==> src/rtl/sdram_boot_pkg.sv <==
package sdram_boot_pkg;

    typedef enum logic [1:0] {
        CMD_NOP  = 2'd0,
        CMD_PREA = 2'd1,
        CMD_REF  = 2'd2,
        CMD_MRS  = 2'd3
    } boot_cmd_e;

    typedef enum logic [2:0] {
        ST_STABLE = 3'd0,
        ST_TRP    = 3'd1,
        ST_TRC    = 3'd2,
        ST_TRSC   = 3'd3,
        ST_DONE   = 3'd4
    } boot_st_e;

    typedef struct packed {
        logic cs_n;
        logic ras_n;
        logic cas_n;
        logic we_n;
    } cmd_pins_t;

    localparam cmd_pins_t PINS_IDLE = '{cs_n: 1'b1, ras_n: 1'b1, cas_n: 1'b1, we_n: 1'b1};

endpackage

==> src/rtl/boot_delay_ctr.sv <==
module boot_delay_ctr #(
    parameter int CNT_W   = 16,
    parameter int RST_VAL = 0
) (
    input  logic             clk,
    input  logic             rst_n,
    input  logic             load,
    input  logic [CNT_W-1:0] load_val,
    output logic             expired
);
    logic [CNT_W-1:0] cnt_d, cnt_q;

    always_comb begin
        cnt_d = cnt_q;
        if (load) begin
            cnt_d = load_val;
        end else if (cnt_q != '0) begin
            cnt_d = cnt_q - 1'b1;
        end
    end

    always_ff @(posedge clk) begin
        if (!rst_n) begin
            cnt_q <= CNT_W'(RST_VAL);
        end else begin
            cnt_q <= cnt_d;
        end
    end

    assign expired = (cnt_q == '0);

endmodule

==> src/rtl/boot_cmd_enc.sv <==
module boot_cmd_enc
    import sdram_boot_pkg::*;
#(
    parameter int ADDR_W = 12,
    parameter int BA_W   = 2
) (
    input  boot_cmd_e         cmd,
    input  logic [2:0]        burst_len,
    input  logic              burst_type,
    input  logic [2:0]        cas_lat,
    output cmd_pins_t         pins,
    output logic [BA_W-1:0]   ba,
    output logic [ADDR_W-1:0] addr
);
    localparam int AP_BIT = 10;

    always_comb begin
        pins = PINS_IDLE;
        ba   = '0;
        addr = '0;
        case (cmd)
            CMD_PREA: begin
                pins         = '{cs_n: 1'b0, ras_n: 1'b0, cas_n: 1'b1, we_n: 1'b0};
                addr[AP_BIT] = 1'b1;
            end
            CMD_REF: begin
                pins = '{cs_n: 1'b0, ras_n: 1'b0, cas_n: 1'b0, we_n: 1'b1};
            end
            CMD_MRS: begin
                pins      = '{cs_n: 1'b0, ras_n: 1'b0, cas_n: 1'b0, we_n: 1'b0};
                addr[6:4] = cas_lat;
                addr[3]   = burst_type;
                addr[2:0] = burst_len;
            end
            default: ;
        endcase
    end

endmodule

==> src/rtl/sdram_boot_seq.sv <==
module sdram_boot_seq
    import sdram_boot_pkg::*;
#(
    parameter int CLK_MHZ   = 125,
    parameter int STABLE_US = 200,
    parameter int TRP_CYC   = 3,
    parameter int TRC_CYC   = 9,
    parameter int TRSC_CYC  = 2,
    parameter int REF_COUNT = 8,
    parameter int ADDR_W    = 12,
    parameter int BA_W      = 2,
    parameter int DQM_W     = 2
) (
    input  logic              clk,
    input  logic              rst_n,
    input  logic [2:0]        cfg_burst_len,
    input  logic              cfg_burst_type,
    input  logic [2:0]        cfg_cas_lat,
    output logic              sd_cke,
    output logic              sd_cs_n,
    output logic              sd_ras_n,
    output logic              sd_cas_n,
    output logic              sd_we_n,
    output logic [BA_W-1:0]   sd_ba,
    output logic [ADDR_W-1:0] sd_addr,
    output logic [DQM_W-1:0]  sd_dqm,
    output logic              init_done
);
    localparam int STABLE_CYC = CLK_MHZ * STABLE_US;
    localparam int REF_N      = (REF_COUNT < 8) ? 8 : REF_COUNT;
    localparam int GAP_MAX    = (TRC_CYC > TRP_CYC) ?
                                ((TRC_CYC > TRSC_CYC) ? TRC_CYC : TRSC_CYC) :
                                ((TRP_CYC > TRSC_CYC) ? TRP_CYC : TRSC_CYC);
    localparam int WAIT_MAX   = (STABLE_CYC > GAP_MAX) ? STABLE_CYC : GAP_MAX;
    localparam int CNT_W      = $clog2(WAIT_MAX + 1);
    localparam int REF_W      = $clog2(REF_N + 1);

    typedef struct packed {
        boot_st_e         st;
        logic [REF_W-1:0] refs;
        logic             done;
    } seq_t;

    seq_t              seq_d, seq_q;
    boot_cmd_e         cmd_d;
    logic              load;
    logic [CNT_W-1:0]  load_val;
    logic              expired;
    cmd_pins_t         pins_d, pins_q;
    logic [BA_W-1:0]   ba_d, ba_q;
    logic [ADDR_W-1:0] addr_d, addr_q;

    boot_delay_ctr #(
        .CNT_W   (CNT_W),
        .RST_VAL (STABLE_CYC - 1)
    ) gap_ctr_i (
        .clk      (clk),
        .rst_n    (rst_n),
        .load     (load),
        .load_val (load_val),
        .expired  (expired)
    );

    // Next step of the start-up order; a command leaves on the edge after expiry.
    always_comb begin
        seq_d    = seq_q;
        cmd_d    = CMD_NOP;
        load     = 1'b0;
        load_val = '0;
        case (seq_q.st)
            ST_STABLE: if (expired) begin
                cmd_d    = CMD_PREA;
                load     = 1'b1;
                load_val = CNT_W'(TRP_CYC - 1);
                seq_d.st = ST_TRP;
            end
            ST_TRP: if (expired) begin
                cmd_d      = CMD_REF;
                load       = 1'b1;
                load_val   = CNT_W'(TRC_CYC - 1);
                seq_d.refs = REF_W'(1);
                seq_d.st   = ST_TRC;
            end
            ST_TRC: if (expired) begin
                load = 1'b1;
                if (seq_q.refs == REF_W'(REF_N)) begin
                    cmd_d    = CMD_MRS;
                    load_val = CNT_W'(TRSC_CYC - 1);
                    seq_d.st = ST_TRSC;
                end else begin
                    cmd_d      = CMD_REF;
                    load_val   = CNT_W'(TRC_CYC - 1);
                    seq_d.refs = seq_q.refs + 1'b1;
                end
            end
            ST_TRSC: if (expired) begin
                seq_d.done = 1'b1;
                seq_d.st   = ST_DONE;
            end
            default: ;
        endcase
    end

    boot_cmd_enc #(
        .ADDR_W (ADDR_W),
        .BA_W   (BA_W)
    ) enc_i (
        .cmd        (cmd_d),
        .burst_len  (cfg_burst_len),
        .burst_type (cfg_burst_type),
        .cas_lat    (cfg_cas_lat),
        .pins       (pins_d),
        .ba         (ba_d),
        .addr       (addr_d)
    );

    always_ff @(posedge clk) begin
        if (!rst_n) begin
            seq_q  <= '{st: ST_STABLE, refs: '0, done: 1'b0};
            pins_q <= PINS_IDLE;
            ba_q   <= '0;
            addr_q <= '0;
        end else begin
            seq_q  <= seq_d;
            pins_q <= pins_d;
            ba_q   <= ba_d;
            addr_q <= addr_d;
        end
    end

    assign sd_cke    = 1'b1;
    assign sd_dqm    = '1;
    assign sd_cs_n   = pins_q.cs_n;
    assign sd_ras_n  = pins_q.ras_n;
    assign sd_cas_n  = pins_q.cas_n;
    assign sd_we_n   = pins_q.we_n;
    assign sd_ba     = ba_q;
    assign sd_addr   = addr_q;
    assign init_done = seq_q.done;

endmodule

==> config.mk <==
export PLATFORM = sky130hd
export DESIGN_NAME = sdram_boot_seq
export DESIGN_NICKNAME = d
export VERILOG_FILES = /design/src/rtl/sdram_boot_pkg.sv /design/src/rtl/boot_delay_ctr.sv /design/src/rtl/boot_cmd_enc.sv /design/src/rtl/sdram_boot_seq.sv
export SDC_FILE = /design/constraint.sdc
export NUM_CORES = 1
export LEC_CHECK = 0
export BUFFER_PORTS_ARGS = -buffer_cell sky130_fd_sc_hd__buf_2
export CORE_MARGIN = 4
export CORE_UTILIZATION = 58
export CTS_CLUSTER_DIAMETER = 30
export DETAILED_ROUTE_END_ITERATION = 10
export PLACE_DENSITY = 0.83
export SLEW_MARGIN = 20
export SYNTH_ARGS = -nofsm -noshare
export SYNTH_HDL_FRONTEND = slang
export SYNTH_SLANG_ARGS = --single-unit
==> constraint.sdc <==
create_clock -name clk -period 5.1 [get_ports clk]
set_input_delay 1.02 -clock clk [delete_from_list [all_inputs] [get_ports clk]]
set_output_delay 1.02 -clock clk [all_outputs]
set_load 0.02 [all_outputs]
==> results.toml <==
[timing]
rsz0062_at_grt = "false"
finalCritPeriodShare_pct = 44.0
tns_ns = 0
post-route-min-period_ns = 2.24
relSlewSlack_pct = 49.5
finalSetupViolCount = 0
maxSlewViolCount = 0
finClkSkew_ns = 0.0125
fmax_ghz = 0.446
hold_viol_final = 0
worstMarginPinSlew_ns = 0.748

[synth]
synth-edff-count = 0
synth.top_cells.by_area = "dfxtp_1 (41%), buf_4 (5.0%), nand3_1 (3.3%), ha_1 (3.0%), a21oi_1 (2.7%)"
ys_warn_count = 0
ys_types = 49
ys.flop_type = "dfxtp_1"
netlist_area_sq_mm = 0.00165
yosys_register_bits = 34
async_flop_share_pct = 0
yosys.area.top_type = "dfxtp_1"
yosysSeqAreaShare_pct = 41.2
postSynthCellCount = 186
avgSynthCellArea_sq_um = 8.88
synth_top_area_share_pct = 41.2

[global_routing]
overflow = 0
first_global_vias = 1263
grt_max_degree = 21
grt_use_total_pct = 20.2
grt_pass1_wl_mm = 5.50
grt_antenna_before_repair = 0

[clock_network]
cts_made_buffers = 5
hold_buffers = 0
cts_resized = 0
clock-root-buffer = "clkbuf_4"
postCtsSetupBuffers = 0
cts.sinks = 34
tritoncts = "done"
insertion_delay_ns = 0.35
cts.path.max_buffers = 2
path_clk_slew_ns = 0.11
htreeDepth = 2

[pwr]
power.density_mw_per_mm2 = 256
ir_drop_v = 0.000214
leakage_nw = 0.691

[place]
dp_cells = 226
routabilityCongestion = 0.884
port_buffers = 21
hpwl_mm = 2.37

[drt]
drt_iter0_markers = 54
vias = 1383
drc = 0
post_drt_wl_per_cell_microns = 14.6
drt.antenna.violating_nets = 0
drt-vias-per-instance = 5.91
dr.pass1.iters = 4
routed_wl_mm = 3.41

[die]
initial_core_util_pct = 60.4
die_w_microns = 61.4
die_y_microns = 61.4
row_count = 19
io_pins = 31
core_sq_mm = 0.00273
die_area_sq_mm = 0.00377

[final_layout]
finalCoreUtilization_pct = 64.6
seqCellArea_sq_um = 681
drive_gt1_share_pct = 18.2
diodes = 0
final_cells = 234
multiInputGateArea_sq_um = 851
nets = 215
fill_cells = 235
syn2layout_area_growth_pct = 6.89

[setup_path]
worstPathCellList = "inv_1, ha_1, nor4b_1, nand4_1, or4_1, a21oi_1"
critPathCaptureType = "flip-flop"
path_buf_inv = 1
reg2reg_depth = 6
reg2reg_to = "seq_q[6]"
crit_cells = 6
crit_family = "simple AND/OR/NAND/NOR gates"
crit_path_max_incr_delay_ns = 0.55
path_class = "reg -> reg"
r2r_slack_ns = 2.86
worst_ep_required_time_ns = 5.37
crit_slowest_cell = "or4_1"
reg2reg_from = "gap_ctr_i.cnt_q[0]"
crit_fanout = 12
endpoint = "seq_q[6]"
critPathArrivalTime_ns = 2.52
startpoint_type = "flip-flop"
critical_path.startpoint = "gap_ctr_i.cnt_q[0]"

[run]
maxCapViolations = 0

[min_path]
hold_class = "reg -> reg"

[status]
run_status = "complete, no violations"
## registers in the layout, summed over array words and instances (netlist names)
signal	count
init_done	1
sd_addr	8
sd_we_n	1
gap_ctr_i.cnt_q	15
sd_cas_n	1
sd_cs_n	1
seq_q	7
## layout make-up
cell class | count | share of cell area (%)
sequential | 34 | 38.6
timing repair buffer | 21 | 5.95
multi-input combinational | 133 | 48.2
clock inverter | 2 | 0.709
clock buffer | 6 | 2.91
inverter | 7 | 1.49
tap | 31 | 2.20
## power breakdown
part	internal [mW]	switching [mW]	leakage [nW]
combinational	0.00643	0.0157	0.382
sequential	0.267	0.00212	0.275
clock	0.0662	0.0938	0.0343
total	0.340	0.112	0.691
## stage by stage
stage	total power [mW]	cell area [sq um]	hold slack [ns]	worst slack (ns)
final	0.452	1770	0.471	2.86
after global routing	0.468	1770	0.512	2.58
after CTS	0.457	1770	0.477	2.89
after detailed placement	0.297	1700	0.448	2.65
after global placement	0.296	1700	0.445	2.83
after floorplan	0.297	1680	0.462	3.10
## how the worst min path moves through the flow
stage / from / endpoint / slack [ns] / cells after the start
2_1_floorplan: seq_q[3] / seq_q[3] / 0.46 / 2
3_3_place_gp: init_done / init_done / 0.44 / 1
3_5_place_dp: init_done / init_done / 0.45 / 1
4_1_cts: init_done / init_done / 0.48 / 1
5_1_grt: init_done / init_done / 0.51 / 1
6_report: init_done / init_done / 0.47 / 1
## cell usage in the layout, fill, tap and decap left out, drive strengths merged, types with 2 or more instances in the layout
cell     count
dfxtp       34
buf         21
nand2       12
nor2        11
nand3       11
o21ai        9
a21oi        9
conb         9
and2         8
inv          7
clkbuf       6
or3          6
or4          4
a31oi        4
ha           4
nor4         4
nand4        3
o21a         3
nor4b        2
and4         2
a21o         2
o211ai       2
nor2b        2
nor3         2
mux2i        2
and3b        2
o41ai        2
and3         2
o2111ai      2
## routing by layer
| layer | wire length (microns) | GRT usage [%] | vias to the layer above |
|---|---|---|---|
| li1 | - | - | 683 |
| met1 | 1420 | 24.8 | 656 |
| met2 | 1710 | 31.6 | 37 |
| met3 | 219 | 6.29 | 7 |
| met4 | 67 | 11.2 | 0 |
| met5 | 0 | 0 | - |
## worst reg2reg max path, cell delays in order (launching register included)
cell and delay (ns):
dfxtp_1 0.34, inv_1 0.09, ha_1 0.16, nor4b_1 0.41
nand4_1 0.48, or4_1 0.56, a21oi_1 0.14
## synth_stat cells, types with 2 or more instances
cell / n
inv_1: 7
dfxtp_1: 34
ha_1: 4
mux2i_1: 2
nor4_1: 3
nor3_1: 2
o21a_1: 3
or3_2: 2
clkbuf_1: 7
or4_1: 4
nor2_1: 11
o41ai_1: 2
a21oi_1: 9
and2_1: 7
buf_4: 11
a31oi_1: 4
nand2_1: 12
nor2b_1: 2
or3_1: 4
and3b_1: 2
conb_1: 2
nand3_1: 11
nor4b_1: 2
a21o_1: 2
o21ai_0: 9
and4_1: 2
o211ai_1: 2
nand4_1: 3
## cells by family after synthesis
kind of cell | Yosys count | share of synthesized area, %
simple gates | 79 | 28.7
compound gates | 38 | 16.0
flops | 34 | 41.2
buf+inv | 26 | 8.86
fa+ha+maj | 4 | 3.03
other cells | 2 | 0.455
mux | 2 | 1.21
xor+xnor | 1 | 0.530
Note: power is estimated with default switching activity, not from simulation.
